==> src/rtl/rot_seq_pkg.sv <==
package rot_seq_pkg;

   typedef enum logic {
      MAP_BANK_LOW = 1'b0,   // column field above bank and rank
      MAP_COL_LOW  = 1'b1    // column field directly above the burst offset
   } addr_map_e;

   localparam logic [6:0] PCT_WRITES = 7'd0;
   localparam logic [6:0] PCT_MIX    = 7'd50;
   localparam logic [6:0] PCT_READS  = 7'd100;

   // Right-shifting Galois feedback masks for the supported LFSR widths.
   function automatic logic [63:0] lfsr_taps(input int width);
      case (width)
         16:      return 64'h0000_0000_0000_B400;
         24:      return 64'h0000_0000_00E1_0000;
         32:      return 64'h0000_0000_8020_0003;
         default: return 64'h0;
      endcase
   endfunction

   function automatic logic pct_legal(input logic [6:0] pct);
      return (pct == PCT_WRITES) || (pct == PCT_MIX) || (pct == PCT_READS);
   endfunction

endpackage

==> src/rtl/rot_seq_lfsr.sv <==
module rot_seq_lfsr #(
   parameter int             W    = 32,
   parameter logic [W-1:0]   SEED = W'(32'h1ACE_5EED)
) (
   input  logic         clk,
   input  logic         rst,
   input  logic         step,
   output logic [W-1:0] state
);
   localparam logic [W-1:0] TAPS = W'(rot_seq_pkg::lfsr_taps(W));

   generate
      if (TAPS == '0) begin : g_bad_width
         $error("rot_seq_lfsr: width %0d has no feedback mask", W);
      end
      if (SEED == '0) begin : g_bad_seed
         $error("rot_seq_lfsr: seed must be non-zero");
      end
   endgenerate

   always_ff @(posedge clk) begin
      if (rst) begin
         state <= SEED;
      end else if (step) begin
         state <= state[0] ? ((state >> 1) ^ TAPS) : (state >> 1);
      end
   end

   // A zero state would freeze row and column selection (R7 relies on variety).
   p_lfsr_live_r7: assert property (@(posedge clk) disable iff (rst)
      state != '0);

endmodule

==> src/rtl/rot_seq_rotation.sv <==
module rot_seq_rotation #(
   parameter int BANK_BITS = 3,
   parameter int RANK_BITS = 1
) (
   input  logic                 clk,
   input  logic                 rst,
   input  logic                 advance,
   input  logic [BANK_BITS:0]   banks_used,
   input  logic [RANK_BITS:0]   ranks,
   input  logic                 mix,
   input  logic                 rd_all,
   output logic [BANK_BITS-1:0] bank_sel,
   output logic [RANK_BITS-1:0] rank_sel,
   output logic                 dir_rd
);
   logic [BANK_BITS-1:0] bank_q;
   logic [RANK_BITS-1:0] rank_q;
   logic                 phase_q;
   logic                 last_bank;
   logic                 last_rank;

   always_comb begin
      last_bank = ((BANK_BITS+1)'(bank_q) + (BANK_BITS+1)'(1)) >= banks_used;
      last_rank = ((RANK_BITS+1)'(rank_q) + (RANK_BITS+1)'(1)) >= ranks;
      bank_sel  = bank_q;
      rank_sel  = rank_q;
   end

   always_ff @(posedge clk) begin
      if (rst) begin
         bank_q  <= '0;
         rank_q  <= '0;
         phase_q <= 1'b0;
         dir_rd  <= 1'b0;
      end else if (advance) begin
         if (mix) begin
            if (bank_q == '0) dir_rd <= ~dir_rd;
         end else begin
            dir_rd <= rd_all;
         end
         if (last_bank) begin
            bank_q <= '0;
            if (mix && !phase_q) begin
               phase_q <= 1'b1;
            end else begin
               phase_q <= 1'b0;
               rank_q  <= last_rank ? '0 : rank_q + 1'b1;
            end
         end else begin
            bank_q <= bank_q + 1'b1;
         end
      end
   end

   p_mix_flip_r5: assert property (@(posedge clk) disable iff (rst)
      advance && mix && (bank_sel == '0) |=> dir_rd != $past(dir_rd));

   p_fixed_dir_r6: assert property (@(posedge clk) disable iff (rst)
      advance && !mix |=> dir_rd == $past(rd_all));

   p_rank_hold_r4: assert property (@(posedge clk) disable iff (rst)
      advance && !last_bank |=> $stable(rank_sel));

   p_idle_hold_r10: assert property (@(posedge clk) disable iff (rst)
      !advance |=> $stable(bank_sel) && $stable(rank_sel) && $stable(dir_rd));

endmodule

==> src/rtl/rot_seq_addr_map.sv <==
module rot_seq_addr_map import rot_seq_pkg::*; #(
   parameter int BLK_BITS  = 6,
   parameter int COL_BITS  = 5,
   parameter int BANK_BITS = 3,
   parameter int RANK_BITS = 1,
   parameter int ROW_W     = 17,
   localparam int ADDR_W   = ROW_W + COL_BITS + BANK_BITS + RANK_BITS + BLK_BITS
) (
   input  addr_map_e            map_sel,
   input  logic [ROW_W-1:0]     row,
   input  logic [RANK_BITS-1:0] rank,
   input  logic [BANK_BITS-1:0] bank,
   input  logic [COL_BITS-1:0]  col,
   output logic [ADDR_W-1:0]    addr
);
   localparam logic [BLK_BITS-1:0] BLK_ZERO = '0;

   always_comb begin
      case (map_sel)
         MAP_COL_LOW:  addr = {row, rank, bank, col, BLK_ZERO};
         default:      addr = {row, col, rank, bank, BLK_ZERO};
      endcase
   end

endmodule

==> src/rtl/rot_seq_gen.sv <==
module rot_seq_gen import rot_seq_pkg::*; #(
   parameter int ADDR_W    = 32,
   parameter int BLK_BITS  = 6,
   parameter int COL_BITS  = 5,
   parameter int BANK_BITS = 3,
   parameter int RANK_BITS = 1,
   parameter int LFSR_W    = 32
) (
   input  logic                 clk,
   input  logic                 rst,
   input  logic                 run_en,
   input  logic [6:0]           cfg_rd_pct,
   input  logic [BANK_BITS:0]   cfg_banks_used,
   input  logic [RANK_BITS:0]   cfg_ranks,
   input  logic [COL_BITS:0]    cfg_series_len,
   input  logic                 cfg_map,
   output logic                 req_valid,
   input  logic                 req_ready,
   output logic [ADDR_W-1:0]    req_addr,
   output logic                 req_write,
   output logic                 cfg_err
);
   localparam int COLS      = 1 << COL_BITS;
   localparam int NUM_BANKS = 1 << BANK_BITS;
   localparam int NUM_RANKS = 1 << RANK_BITS;
   localparam int ROW_W     = ADDR_W - BLK_BITS - COL_BITS - BANK_BITS - RANK_BITS;
   localparam int COL_RND_W = COL_BITS + 2;

   generate
      if (BLK_BITS < 1 || COL_BITS < 1 || BANK_BITS < 1 || RANK_BITS < 1) begin : g_bad_field
         $error("rot_seq_gen: every address field needs at least one bit");
      end
      if (ROW_W < 1) begin : g_bad_row
         $error("rot_seq_gen: ADDR_W leaves no row bits");
      end
      if (LFSR_W < ROW_W + COL_RND_W) begin : g_bad_lfsr
         $error("rot_seq_gen: LFSR_W too narrow for row and column draw");
      end
   endgenerate

   logic                 cfg_ok;
   logic                 mix_mode;
   logic                 rd_all;
   logic                 fire;
   logic                 start;
   logic [COL_BITS:0]    rem_q;
   logic [COL_BITS:0]    col_span;
   logic [COL_BITS:0]    span_safe;
   logic [COL_BITS-1:0]  col_q;
   logic [COL_BITS-1:0]  start_col;
   logic [COL_RND_W-1:0] rnd_col;
   logic [BANK_BITS-1:0] bank_q;
   logic [BANK_BITS-1:0] rot_bank;
   logic [RANK_BITS-1:0] rank_q;
   logic [RANK_BITS-1:0] rot_rank;
   logic [ROW_W-1:0]     row_q;
   logic [LFSR_W-1:0]    lfsr_q;
   logic                 dir_rd;

   // ---------------- configuration legality ----------------
   always_comb begin
      cfg_ok = pct_legal(cfg_rd_pct)
             && (cfg_banks_used != '0)
             && (cfg_banks_used <= (BANK_BITS+1)'(NUM_BANKS))
             && (cfg_ranks != '0)
             && (cfg_ranks <= (RANK_BITS+1)'(NUM_RANKS))
             && (cfg_series_len != '0)
             && (cfg_series_len <= (COL_BITS+1)'(COLS));
      mix_mode = (cfg_rd_pct == PCT_MIX);
      rd_all   = (cfg_rd_pct == PCT_READS);
      cfg_err  = !cfg_ok;
   end

   // ---------------- handshake and series start ----------------
   always_comb begin
      req_valid = (rem_q != '0) && cfg_ok;
      fire      = req_valid && req_ready;
      start     = cfg_ok && run_en &&
                  ((rem_q == '0) || ((rem_q == (COL_BITS+1)'(1)) && fire));
      req_write = !dir_rd;
   end

   // ---------------- page-safe start column ----------------
   always_comb begin
      col_span  = (COL_BITS+1)'(COLS) - cfg_series_len + (COL_BITS+1)'(1);
      span_safe = cfg_ok ? col_span : (COL_BITS+1)'(1);
      rnd_col   = lfsr_q[LFSR_W-1 -: COL_RND_W];
      start_col = COL_BITS'(rnd_col % COL_RND_W'(span_safe));
   end

   // ---------------- series state ----------------
   always_ff @(posedge clk) begin
      if (rst) begin
         rem_q  <= '0;
         col_q  <= '0;
         bank_q <= '0;
         rank_q <= '0;
         row_q  <= '0;
      end else if (!cfg_ok) begin
         rem_q <= '0;
      end else if (start) begin
         rem_q  <= cfg_series_len;
         col_q  <= start_col;
         bank_q <= rot_bank;
         rank_q <= rot_rank;
         row_q  <= lfsr_q[ROW_W-1:0];
      end else if (fire) begin
         rem_q <= rem_q - 1'b1;
         if (rem_q > (COL_BITS+1)'(1)) col_q <= col_q + 1'b1;
      end
   end

   rot_seq_lfsr #(
      .W    (LFSR_W)
   ) u_lfsr (
      .clk   (clk),
      .rst   (rst),
      .step  (start),
      .state (lfsr_q)
   );

   rot_seq_rotation #(
      .BANK_BITS (BANK_BITS),
      .RANK_BITS (RANK_BITS)
   ) u_rot (
      .clk        (clk),
      .rst        (rst),
      .advance    (start),
      .banks_used (cfg_banks_used),
      .ranks      (cfg_ranks),
      .mix        (mix_mode),
      .rd_all     (rd_all),
      .bank_sel   (rot_bank),
      .rank_sel   (rot_rank),
      .dir_rd     (dir_rd)
   );

   rot_seq_addr_map #(
      .BLK_BITS  (BLK_BITS),
      .COL_BITS  (COL_BITS),
      .BANK_BITS (BANK_BITS),
      .RANK_BITS (RANK_BITS),
      .ROW_W     (ROW_W)
   ) u_map (
      .map_sel (addr_map_e'(cfg_map)),
      .row     (row_q),
      .rank    (rank_q),
      .bank    (bank_q),
      .col     (col_q),
      .addr    (req_addr)
   );

   // ---------------- assertions ----------------
   p_err_blocks_r1: assert property (@(posedge clk) disable iff (rst)
      cfg_err |-> !req_valid);

   p_stall_hold_r2: assert property (@(posedge clk) disable iff (rst)
      req_valid && !req_ready |=> cfg_err ||
         (req_valid && $stable(req_addr) && $stable(req_write)));

   p_page_fit_r7: assert property (@(posedge clk) disable iff (rst)
      req_valid |-> ((COL_BITS+2)'(col_q) + (COL_BITS+2)'(rem_q)) <= (COL_BITS+2)'(COLS));

   p_no_bubble_r9: assert property (@(posedge clk) disable iff (rst)
      fire && (rem_q == (COL_BITS+1)'(1)) && run_en |=> req_valid || cfg_err);

   p_idle_stays_r10: assert property (@(posedge clk) disable iff (rst)
      !req_valid && !run_en |=> !req_valid);

endmodule

==> config.mk <==
export PLATFORM = sky130hd
export DESIGN_NAME = rot_seq_gen
export DESIGN_NICKNAME = d
export VERILOG_FILES = /design/src/rtl/rot_seq_pkg.sv /design/src/rtl/rot_seq_lfsr.sv /design/src/rtl/rot_seq_rotation.sv /design/src/rtl/rot_seq_addr_map.sv /design/src/rtl/rot_seq_gen.sv
export SDC_FILE = /design/constraint.sdc
export NUM_CORES = 1
export LEC_CHECK = 0
export BUFFER_PORTS_ARGS = -buffer_cell sky130_fd_sc_hd__buf_2
export CORE_AREA = 4 4 97 108
export DETAILED_ROUTE_END_ITERATION = 10
export DIE_AREA = 0 0 101 112
export GPL_TIMING_DRIVEN = 0
export PLACE_DENSITY = 0.76
export SLEW_MARGIN = 10
export SYNTH_ARGS = -nofsm -noshare
export SYNTH_HDL_FRONTEND = slang
export SYNTH_SLANG_ARGS = --single-unit
export TNS_END_PERCENT = 10
==> constraint.sdc <==
create_clock -name clk -period 11.95 [get_ports clk]
set_input_delay 2.9875 -clock clk [delete_from_list [all_inputs] [get_ports clk]]
set_output_delay 2.9875 -clock clk [all_outputs]
set_load 0.01 [all_outputs]
After elaboration in Yosys (flattened, before gate mapping)
Index checks and enable logic that the tools add are counted.
{ "op_classes": {"add_sub_neg": 8, "n_div": 1, "magnitude_cmp": 6, "eq_ne": 4, "mux": 13, "bitwise_logic": 4, "reduce_logical": 33} }
{ "op_table": {"columns": ["operator", "n"], "rows": [
  ["$mux W32", 1],
  ["$mux W6", 3],
  ["$mux W15", 1],
  ["$mux W5", 3],
  ["$logic_and A1 B1 Y1", 12],
  ["$reduce_bool A6 Y1", 2],
  ["$eq A7 B6 Y1 const B", 1],
  ["$eq A7 B7 Y1 const B", 1],
  ["$logic_not A7 Y1", 1],
  ["$mod A7 B6 Y7", 1],
  ["$add A6 B1 Y6 const B", 1],
  ["$eq A6 B1 Y1 const B", 1],
  ["$gt A6 B1 Y1 const B", 1],
  ["$le A6 B6 Y1 const B", 1],
  ["$logic_not A6 Y1", 1],
  ["$reduce_and A2 Y1", 3],
  ["$reduce_and A3 Y1", 2],
  ["$reduce_bool A2 Y1", 3],
  ["$sub A6 B1 Y6 const B", 1],
  ["$sub A6 B6 Y6 const A", 1],
  ["$add A5 B1 Y5 const B", 1],
  ["$add A3 B1 Y4 const B", 1],
  ["$ge A4 B4 Y1", 1],
  ["$le A4 B4 Y1 const B", 1],
  ["other kinds (15)", 24]
]} }
{ "word_totals": {"register_bits": 70, "in_bits": 24, "output_inout_bits": 35, "wordCells": 79} }

Logic depth before layout (Yosys ltp)
Gate-level depths: netlist (run 1).
{ "depth": {"depth_word": 16, "mapped_depth": 58, "depth_no_buf": 56} }

Modules after synthesis
Synthesis (run 1) repeated with hierarchy kept, for this count alone.
{ "hier_totals": {"hier_cells": 600, "hier_area_um2": 5031.1} }
{ "modules_own_cells": {"columns": ["module", "instances", "cells_each", "area_each_um2", "seq_area_each_um2"], "rows": [
  ["rot_seq_gen", 1, 404, 3020.4, 640.6],
  ["rot_seq_lfsr", 1, 107, 1194.9, 640.6],
  ["rot_seq_rotation", 1, 55, 493.0, 120.1],
  ["rot_seq_addr_map", 1, 34, 322.8, 0.0]
]} }

Worst setup path after synthesis (run 1)
OpenSTA, ideal clock, no wires.
{ "synth_path": {"path_kind": "input to register", "start": "in cfg_rd_pct[1]", "end": "reg col_q[0]", "setup_ns": 0.120, "arrival_ns": 12.536, "t_required_ns": 11.830, "path_slack_ns": -0.705, "cell_stages": 53, "path_buffers": 1, "path_cell_list": "or4_4 > a21o_1 > nand2_1 > and3_1 > buf_2 > nand2_1 > inv_1 > ha_1 > inv_1 > a31oi_1 > a2bb2oi_1 > ha_1 > or4_1 > nand2_1 > nand2b_1 > o21a_1 > ha_1 > o21a_1 > [... 17 more ...] > ha_1 > nor2b_1 > o21ai_0 > a21oi_1 > o21a_1 > o21ai_0 > nand2_1 > a21oi_1 > ha_1 > a21o_1 > a21o_1 > a21o_1 > a21o_1 > a21oi_1 > o21ai_0 > a21oi_4 > nor4_1 > a211o_1"} }
{ "synth_via": {"elab_chain_len": 16, "elab_cells_between_ends": 23, "classes_between": "div (1); eq/ne (2); mux (2); reduce/logical (18)"} }
{ "synth_lines": {"columns": ["element", "line", "text"], "rows": [
  ["from (decl)", "rot_seq_gen.sv:12", "input logic [6:0] cfg_rd_pct,"],
  ["$eq A7 B6 Y1 / $logic_not A7 Y1 (equally long branches)", "rot_seq_pkg.sv:23", "return (pct == PCT_WRITES) || (pct == PCT_MIX) || (pct == PCT_READS);"],
  ["$logic_or A1 B1 Y1", "rot_seq_pkg.sv:23", null],
  ["$logic_or A1 B1 Y1 *", "rot_seq_pkg.sv:23", null],
  ["$logic_and A1 B1 Y1 *", "rot_seq_gen.sv:63", "&& (cfg_banks_used != '0)"],
  ["$logic_and A1 B1 Y1 *", "rot_seq_gen.sv:64", "&& (cfg_banks_used <= (BANK_BITS+1)'(NUM_BANKS))"],
  ["$logic_and A1 B1 Y1 *", "rot_seq_gen.sv:65", "&& (cfg_ranks != '0)"],
  ["$logic_and A1 B1 Y1 *", "rot_seq_gen.sv:66", "&& (cfg_ranks <= (RANK_BITS+1)'(NUM_RANKS))"],
  ["$logic_and A1 B1 Y1 *", "rot_seq_gen.sv:67", "&& (cfg_series_len != '0)"],
  ["$logic_and A1 B1 Y1 *", "rot_seq_gen.sv:68", "&& (cfg_series_len <= (COL_BITS+1)'(COLS));"],
  ["parallel branches: the longest is 7 deep, another holds $mod A7 B6 Y7", null, null],
  ["to (signal assigned)", "rot_seq_gen.sv:103", "col_q <= start_col;"],
  ["to (signal assigned)", "rot_seq_gen.sv:109", "if (rem_q > (COL_BITS+1)'(1)) col_q <= col_q + 1'b1;"],
  ["to (decl)", "rot_seq_gen.sv:49", "logic [COL_BITS-1:0] col_q;"]
]} }
Every way passes the cells marked *.
A chain may end at the register's enable or synchronous reset.

Worst setup path in the final report (run 1)
{ "layout_path": {"start": "in cfg_rd_pct[3]", "end": "reg col_q[3]"} }
The elaborated chain is that of the path after synthesis.

==> results.md, run 1 <==
- CTS Root Cell: clkbuf_8
- Drt first-iter violations: 275
- Antenna violations before repair: 0
- Synth top area share: 0.311
- Syn. warnings: 0
- Synth-to-Final Area Change: 31.6%
- Worst Skew: 0.00916 ns
- Setup ws final: -0.309 ns
- Primary FF master, synth: dfxtp_1
- Avg Inst Size Synth: 7.82 µm²
- Status: finished, violations left
- Die ar.: 11,300 µm²
- FFs w/ async S/R, synth: 0
- # setup viols final: 5
- Setup CP Type: in2reg
- Worst R2R Start: u_lfsr.state[31]
- Failing checks: setup timing
- Ranking of synthesized cells by area: dfxtp_1 (31%), ha_1 (11%), nand2_1 (9.2%), a21oi_1 (6.8%), mux2_2 (3.5%)
- Placed cells: 748
- Commonest non-fill, non-tap cell in the layout: nand2_1
- Critical path endpoint category: register
- Antenna-violating nets left: 0
- Hold Crit Class: reg2reg
- Tcrit/Tclk final: 1.03
- Via density: 5.67
- Nets: 754
- Post-Route Utilization: 0.638
- Min cycle time layout: 12.26 ns
- CP max stage delay: 0.53 ns
- Worst-path clk slew: 0.08 ns
- N_diodes: 0
- FF+latch count, synth: 70
- CP Max Fanout: 6
- Worst slew margin: 0.579
- Slowest CP cell: or4_4
- Routed WL: 13,000 µm
- Flop2flop setup slack: 3.06 ns
- Multi-input gate area: 3300 µm²
- Cts bufs inserted: 9
- H-tree depth: 3
- Worst vdd ir: 0.0000827 V
- Die Y: 112 µm
- Final hold vios: 0
- Setup crit start: cfg_rd_pct[3]
- EDFF count, synth: 0
- Max Buffers Root-to-Sink: 2
- Critical Path Start Type: primary input
- IO Port Bufs: 50
- Pre-CTS setup slack: -1.50 ns
- Power Density: 104 nW/µm²
- Slew Viols, Final: 0
- FF+latch area: 1400 µm²
- Most frequent cells in the layout: nand2_1 (104), dfxtp_1 (70), a21oi_1 (59), buf_2 (52), buf_4 (51)
- Routability cong.: 0.878
- Final std cells w/o fill: 812
- Worst path required time: 12.16 ns
- Total congestion overflow: 0
- DRC: 0
- Total number of vias: 4,601
- Setup TNS: -1.18 ns
- Drt pass-1 iters: 5
- Site Rows: 37
- Post-synthesis sequential area ratio: 0.311
- Die X-Extent: 101 µm
- Max Fclk: 81.6 MHz
- Boundary pin count: 59
- Cts hold-fix bufs: 0
- Worst-Margin Slew: 0.625 ns
- TritonCTS clock tree: done
- CP arrival: 12.47 ns
- LEAKAGE: 2.45 nW
- Clk_lat worst skew: 0.35 ns
- WL/cell: 16.0 µm
- Largest net degree at the start of global routing: 14
- Vias in the first global route: 4,268
- Hold_sp: row_q[10]
- Syn Inst Count: 576
- Library cells used by synthesis: 59
- RSZ-0062 raised after global routing: yes
- Initial cell density of the core: 0.484
- CP dominant cell by count: ha_4
- Total track usage: 0.212
- Area of the core: 9310 µm²
- DP HPWL: 8520 µm
- Cell Area, Synth: 4510 µm²
- Max_cap viols: 0
- Filler cells: 752
- First-pass GRT wire length: 19,700 µm
- Yosys top cell by area: dfxtp_1
- Layout cells sized above 1: 0.289
- Clock sink total: 70
-- through the flow --
stage	hold slack, ns	power (mW)	area [µm²]
floorplan	0.432	0.345	4590
finish	0.447	0.618	5930
detailed placement	0.441	0.373	4980
global placement	0.436	0.368	4980
CTS	0.451	0.596	5590
global route	0.477	0.640	5930
-- kinds of logic after synthesis --
family | count (synthesis) | synth area share
xor gates and xnor gates | 24 | 0.0466
buffers and inverters | 59 | 0.0550
other | 1 | 0.000832
DFF | 70 | 0.311
muxes | 20 | 0.0505
and+or+nand+nor | 220 | 0.226
adders and majority gates | 40 | 0.113
AOI/OAI and AO/OA | 142 | 0.197
-- Yosys cell counts, types with 13 or more instances --
| master | instances |
|---|---|
| clkbuf_1 | 23 |
| inv_1 | 27 |
| ha_1 | 39 |
| nor3_1 | 20 |
| a21o_1 | 13 |
| xnor2_1 | 18 |
| nand2_1 | 111 |
| a21oi_1 | 61 |
| o21ai_0 | 21 |
| nor2_1 | 32 |
| mux2_2 | 14 |
| dfxtp_1 | 70 |
| o21a_1 | 13 |
-- final cells by class --
type                       count  share of cell area
buffer                        31              0.0238
clock buffer                  10              0.0232
clock inverter                 6              0.0116
inverter                      27              0.0175
multi-input combinational    452               0.556
sequential                    70               0.236
tap                          117              0.0247
timing repair buffer          99               0.107
-- metal layers --
metal  vias to the layer above  share of wire  track usage
met5                         -              0            0
met4                         0          0.028        0.106
met3                        35          0.054       0.0301
met2                       166           0.50        0.357
met1                      2164           0.42        0.260
li1                       2236              -            -
-- critical path: cells and delay by family --
kind,cells,cell delay (ns)
compound gates,24,4.04
fa+ha+maj,7,1.57
buf+inv,4,0.37
mux,3,0.98
simple gates,14,2.53
-- power breakdown --
part           switching [mW]  internal, mW  leakage [nW]
clock                  0.0936         0.103         0.103
sequential           0.000255         0.233         0.564
combinational          0.0932        0.0940          1.78
total                   0.187         0.430          2.45
-- worst paths after layout --
kind                                   to  cells past startpoint
worst max register to register   col_q[3]                     45
worst min register to register  row_q[10]                      2
worst max-delay path             col_q[3]                     52
worst min-delay path            row_q[10]                      2
-- flip-flops by register name, indices dropped and copies added, names as in the netlist --
register / cells
u_rot.phase_q: 1
bank_q: 3
u_rot.rank_sel: 1
u_rot.bank_sel: 3
row_q: 17
u_rot.dir_rd: 1
rank_q: 1
rem_q: 6
u_lfsr.state: 32
col_q: 5
-- repair_timing --
action / 4_1_cts / 5_1_grt
setup buffers: 33 / 16
setup endpoints to repair: 5 / 5
resized for setup: 24 / 40
pin swaps: 18 / 35
gates cloned: 0 / 0
No activity file was read; power rests on OpenSTA's default activity.
==> run 2: changes to the inputs <==
--- a/config.mk
+++ b/config.mk
@@ -6,11 +6,13 @@
 export NUM_CORES = 1
 export LEC_CHECK = 0
 export BUFFER_PORTS_ARGS = -buffer_cell sky130_fd_sc_hd__buf_2
-export CORE_AREA = 4 4 97 108
+export CELL_PAD_IN_SITES_DETAIL_PLACEMENT = 0
+export CELL_PAD_IN_SITES_GLOBAL_PLACEMENT = 1
+export CORE_AREA = 4 4 108 120
 export DETAILED_ROUTE_END_ITERATION = 10
-export DIE_AREA = 0 0 101 112
+export DIE_AREA = 0 0 112 124
 export GPL_TIMING_DRIVEN = 0
-export PLACE_DENSITY = 0.76
+export PLACE_DENSITY = 0.81
 export SLEW_MARGIN = 10
 export SYNTH_ARGS = -nofsm -noshare
 export SYNTH_HDL_FRONTEND = slang
==> results.md, run 2 (synthesis results as in run 1) <==
- DP HPWL: 8960 µm
- Synth-to-Final Area Change: 37.1%
- Nets: 767
- Total track usage: 0.184
- Final std cells w/o fill: 861
- Largest net degree at the start of global routing: 12
- CP Max Fanout: 7
- Flop2flop setup slack: 3.29 ns
- Slew Viols, Final: 0
- DRC: 0
- Tcrit/Tclk final: 1.01
- Tot Pwr: 0.689 mW
- CTS Root Cell: clkbuf_16
- R2R Path End: col_q[3]
- Worst vdd ir: 0.0000853 V
- Site Rows: 42
- RSZ-0062 raised after global routing: yes
- Drt first-iter violations: 174
- Antenna violations before repair: 0
- Top flop regs: u_lfsr.state x32, row_q x17, rem_q x6
- Initial cell density of the core: 0.381
- H-tree depth: 3
- Failing checks: setup timing
- Commonest non-fill, non-tap cell in the layout: nand2_1
- Critical path endpoint category: register
- Grt peak-use layer: met2
- WL/cell: 15.0 µm
- CP max stage delay: 0.53 ns
- LEAKAGE: 2.57 nW
- Hold Crit Class: reg2reg
- Power Density: 111 nW/µm²
- Largest Register: u_lfsr.state
- TritonCTS clock tree: done
- Total congestion overflow: 0
- Worst path required time: 12.14 ns
- Critical Path Start Type: primary input
- CP arrival: 12.24 ns
- Setup ws final: -0.0980 ns
- Clk_lat worst skew: 0.33 ns
- N_diodes: 0
- Met1 usage: 0.219
- Multi-input gate area: 3290 µm²
- Worst Hold End: row_q[10]
- Final hold vios: 0
- Worst Skew: 0.00525 ns
- Max Fclk: 83.0 MHz
- Min cycle time layout: 12.05 ns
- Worst slew margin: 0.586
- Layout cells sized above 1: 0.300
- Slowest CP cell: or4_4
- First-pass GRT wire length: 20,800 µm
- Routed WL: 12,900 µm
- Final Hold Slack: 0.448 ns
- Setup CP Type: in2reg
- Cts bufs inserted: 9
- Hold depth: 2
- Clock sink total: 70
- Max Buffers Root-to-Sink: 2
- Drt pass-1 iters: 4
- # setup viols final: 5
- Placed cells: 785
- Status: finished, violations left
- Filler cells: 1,134
- Total number of vias: 4,487
- Die ar.: 13,900 µm²
- Max reg flops: 32
- Routability cong.: 0.852
- Post-Route Utilization: 0.523
- FF+latch area: 1400 µm²
- Pre-CTS setup slack: -1.46 ns
- Die X-Extent: 112 µm
- IO Port Bufs: 50
- R2R depth: 46
- Via density: 5.21
- Vias in the first global route: 4,427
- Met3 Usage GRT: 0.0287
- Hold_sp: row_q[10]
- Boundary pin count: 59
- M2 GR Usage: 0.338
- Worst-path clk slew: 0.05 ns
- Antenna-violating nets left: 0
- Area of the core: 11,800 µm²
- Most frequent cells in the layout: nand2_1 (103), dfxtp_1 (70), buf_4 (65), a21oi_1 (58), buf_2 (49)
- Die Y: 124 µm
- Max_cap viols: 0
- Worst-Margin Slew: 0.621 ns
- Worst R2R Start: u_lfsr.state[31]
[run 2: critical path: cells and delay by family]
family / cells / cell delay [ns]
simple gates: 13 / 2.31
compound gates: 24 / 3.93
buf+inv: 6 / 0.59
fa+ha+maj: 7 / 1.56
mux: 3 / 0.85
[run 2: worst max-delay path by stage]
stage / from / endpoint / slack (ns) / depth (start not counted)
final: cfg_rd_pct[1] / col_q[3] / -0.1 / 53
after global routing: cfg_rd_pct[1] / col_q[4] / -0.51 / 56
after CTS: cfg_rd_pct[4] / col_q[3] / -0.12 / 53
after detailed placement: cfg_series_len[2] / col_q[4] / -1.46 / 57
after global placement: cfg_series_len[2] / col_q[4] / -1.22 / 57
after floorplan: cfg_rd_pct[1] / col_q[0] / -0.16 / 56
[run 2: area by class of cell]
class / count / share of cell area
Clock inverter: 4 / 0.0117
Tap cell: 154 / 0.0312
Buffer: 31 / 0.0229
Inverter: 27 / 0.0168
Sequential cell: 70 / 0.227
Clock buffer: 11 / 0.0377
Timing Repair Buffer: 112 / 0.121
Multi-Input combinational cell: 452 / 0.532
[run 2: what timing repair did]
action / 4_1_cts / 5_1_grt
gates cloned: 0 / 0
pin swaps: 41 / 41
endpoints found under the setup margin: 5 / 5
gates resized for setup: 36 / 32
hold buffers: 0 / 0
setup buffers: 52 / 13
[run 2: per-stage QoR]
| step | instance area [µm²] | setup TNS [ns] |
|---|---|---|
| 6_report | 6180 | -0.443 |
| 5_1_grt | 6180 | -2.50 |
| 4_1_cts | 5930 | -0.570 |
| 3_5_place_dp | 5030 | -7.26 |
| 3_3_place_gp | 5030 | -5.97 |
| 2_1_floorplan | 4590 | -0.683 |
[run 2: where the power goes]
part           switching [mW]  leakage (nW)  internal, mW
Sequential           0.000248         0.564         0.234
Clock                  0.0957         0.146         0.181
Combinational          0.0860          1.86        0.0918
Total                   0.182          2.57         0.507
[run 2: metal layers]
metal | wire length (µm) | vias to the layer above
li1 | - | 2262
met1 | 5540 | 2098
met2 | 6510 | 97
met3 | 532 | 30
met4 | 320 | 0
met5 | 0 | -
==> run 3: changes to the inputs <==
--- a/config.mk
+++ b/config.mk
@@ -8,13 +8,12 @@
 export BUFFER_PORTS_ARGS = -buffer_cell sky130_fd_sc_hd__buf_2
 export CELL_PAD_IN_SITES_DETAIL_PLACEMENT = 0
 export CELL_PAD_IN_SITES_GLOBAL_PLACEMENT = 1
-export CORE_AREA = 4 4 108 120
+export CORE_AREA = 4 4 100 111
 export DETAILED_ROUTE_END_ITERATION = 10
-export DIE_AREA = 0 0 112 124
+export DIE_AREA = 0 0 104 115
 export GPL_TIMING_DRIVEN = 0
-export PLACE_DENSITY = 0.81
+export PLACE_DENSITY = 0.89
 export SLEW_MARGIN = 10
 export SYNTH_ARGS = -nofsm -noshare
 export SYNTH_HDL_FRONTEND = slang
 export SYNTH_SLANG_ARGS = --single-unit
-export TNS_END_PERCENT = 10
==> constraint.sdc (replaced) <==
create_clock -name clk -period 14.6 [get_ports clk]
set_input_delay 3.65 -clock clk [delete_from_list [all_inputs] [get_ports clk]]
set_output_delay 3.65 -clock clk [all_outputs]
set_load 0.01 [all_outputs]
==> results.md, run 3 (synthesis results as in run 1) <==
- Cts bufs inserted: 9
- Slowest CP cell: or4_4
- Commonest non-fill, non-tap cell in the layout: nand2_1
- Antenna violations before repair: 0
- # setup viols final: 0
- CP Max Fanout: 8
- Hold Crit Class: reg2reg
- Vias in the first global route: 3,996
- Power Internal: 0.351 mW
- Final hold vios: 0
- WL met3: 407 µm
- Placed Area: 4930 µm²
- CP arrival: 14.06 ns
- Status: finished, final reports clean
- CP dominant cell by count: o21a_1
- Boundary pin count: 59
- Final Instance Area: 5220 µm²
- Nets: 709
- Final Hold Slack: 0.452 ns
- Worst slew margin: 0.605
- Total congestion overflow: 0
- Filler cells: 972
- DP HPWL: 8620 µm
- Switching pwr: 0.131 mW
- CP max stage delay: 0.55 ns
- Comb pwr share: 0.247
- Slew Viols, Final: 0
- Antenna-violating nets left: 0
- Critical Path Start Type: primary input
- Clock share of power: 0.356
- TritonCTS clock tree: done
- Routability cong.: 0.877
- Setup CP Type: in2reg
- Drt first-iter violations: 181
- Largest net degree at the start of global routing: 13
- IO Port Bufs: 50
- Largest Register: u_lfsr.state
- Worst-Margin Slew: 0.587 ns
- Tcrit/Tclk final: 0.947
- Layout cells sized above 1: 0.174
- Clk_lat worst skew: 0.34 ns
- Initial cell density of the core: 0.456
- Die Y: 115 µm
- Worst path required time: 14.83 ns
- Most frequent cells in the layout: nand2_1 (110), dfxtp_1 (70), a21oi_1 (60), buf_2 (53), ha_1 (39)
- Clock sink total: 70
- FF+latch area: 1400 µm²
- Sequential group share of total power: 0.397
- DRC: 0
- Via density: 5.38
- First-pass GRT wire length: 18,900 µm
- Die X-Extent: 104 µm
- Top Metal Used: met4
- Die ar.: 12,000 µm²
- Drt pass-1 iters: 5
- H-tree depth: 3
- WL/cell: 14.4 µm
- Cts hold-fix bufs: 0
- Worst-path clk slew: 0.08 ns
- Total track usage: 0.190
- Total number of vias: 4,134
- Max reg flops: 32
- Synth-to-Final Area Change: 15.9%
- Max Fclk: 72.3 MHz
- Placed cells: 751
- Met1 wire length: 5150 µm
- Worst vdd ir: 0.0000597 V
- Power Density: 92.2 nW/µm²
- CTS Root Cell: clkbuf_8
- Top flop regs: u_lfsr.state x32, row_q x17, rem_q x6
- Multi-input gate area: 2920 µm²
- Critical path endpoint category: register
- N_diodes: 0
- RSZ-0062 raised after global routing: no
- DR WL met2: 5470 µm
- Switching Fraction: 0.271
- Site Rows: 38
- Min cycle time layout: 13.83 ns
- LEAKAGE: 2.18 nW
- Area of the core: 9890 µm²
- Final std cells w/o fill: 769
- Routed WL: 11,100 µm
- Worst Skew: 0.0127 ns
- Max Buffers Root-to-Sink: 2
- Max_cap viols: 0
==> run 3: area by class of cell <==
| cell class | instances | share of cell area |
|---|---|---|
| multi-input cells | 452 | 0.559 |
| well taps | 120 | 0.0287 |
| flip-flops and latches | 70 | 0.268 |
| plain buffers | 32 | 0.0280 |
| inverters | 27 | 0.0194 |
| repair buffers | 53 | 0.0546 |
| clock inverters | 5 | 0.0160 |
| clock buffers | 10 | 0.0263 |
==> run 3: timing repair <==
action	in CTS	in global routing
endpoints found under the setup margin	5	5
resized for setup	2	12
pin swaps	1	0
setup buffers	2	1
==> run 3: per-stage QoR <==
step	setup slack (ns)	TNS (ns)	total power, mW	utilization
floorplan	1.28	0	0.278	-
global placement	-0.191	-0.766	0.296	0.498
detailed placement	-0.497	-2.19	0.299	0.498
CTS	0.0506	0	0.470	0.523
global route	0.0378	0	0.505	0.528
finish	0.767	0	0.482	0.528
==> run 3: path summary, 6_finish.rpt <==
kind	slack, ns	to	depth (start not counted)	startpoint
hold reg to reg	0.45	row_q[11]	2	row_q[11]
setup / recovery	0.77	col_q[0]	58	cfg_rd_pct[1]
hold / removal	0.45	row_q[11]	2	row_q[11]
setup reg to reg	5.28	col_q[0]	50	u_lfsr.state[31]
==> run 3: power groups by stage <==
stage | logic (mW) | registers [mW] | clock network [mW]
after global placement | 0.100 | 0.196 | 0
after floorplan | 0.0824 | 0.196 | 0
final | 0.119 | 0.191 | 0.171
after detailed placement | 0.104 | 0.196 | 0
after CTS | 0.106 | 0.191 | 0.173
after global routing | 0.130 | 0.191 | 0.183
==> run 3: worst max-delay path: cells and delay by family <==
kind | cells | cell delay, ns
mux | 1 | 0.38
fa+ha+maj | 7 | 1.94
simple gates | 15 | 2.49
compound gates | 27 | 4.58
buf+inv | 8 | 1.01
==> run 3: per-layer routing <==
metal / global-route usage / vias up
met5: 0 / -
met3: 0.0314 / 6
met2: 0.343 / 65
met1: 0.243 / 1930
met4: 0.0363 / 0
li1: - / 2133
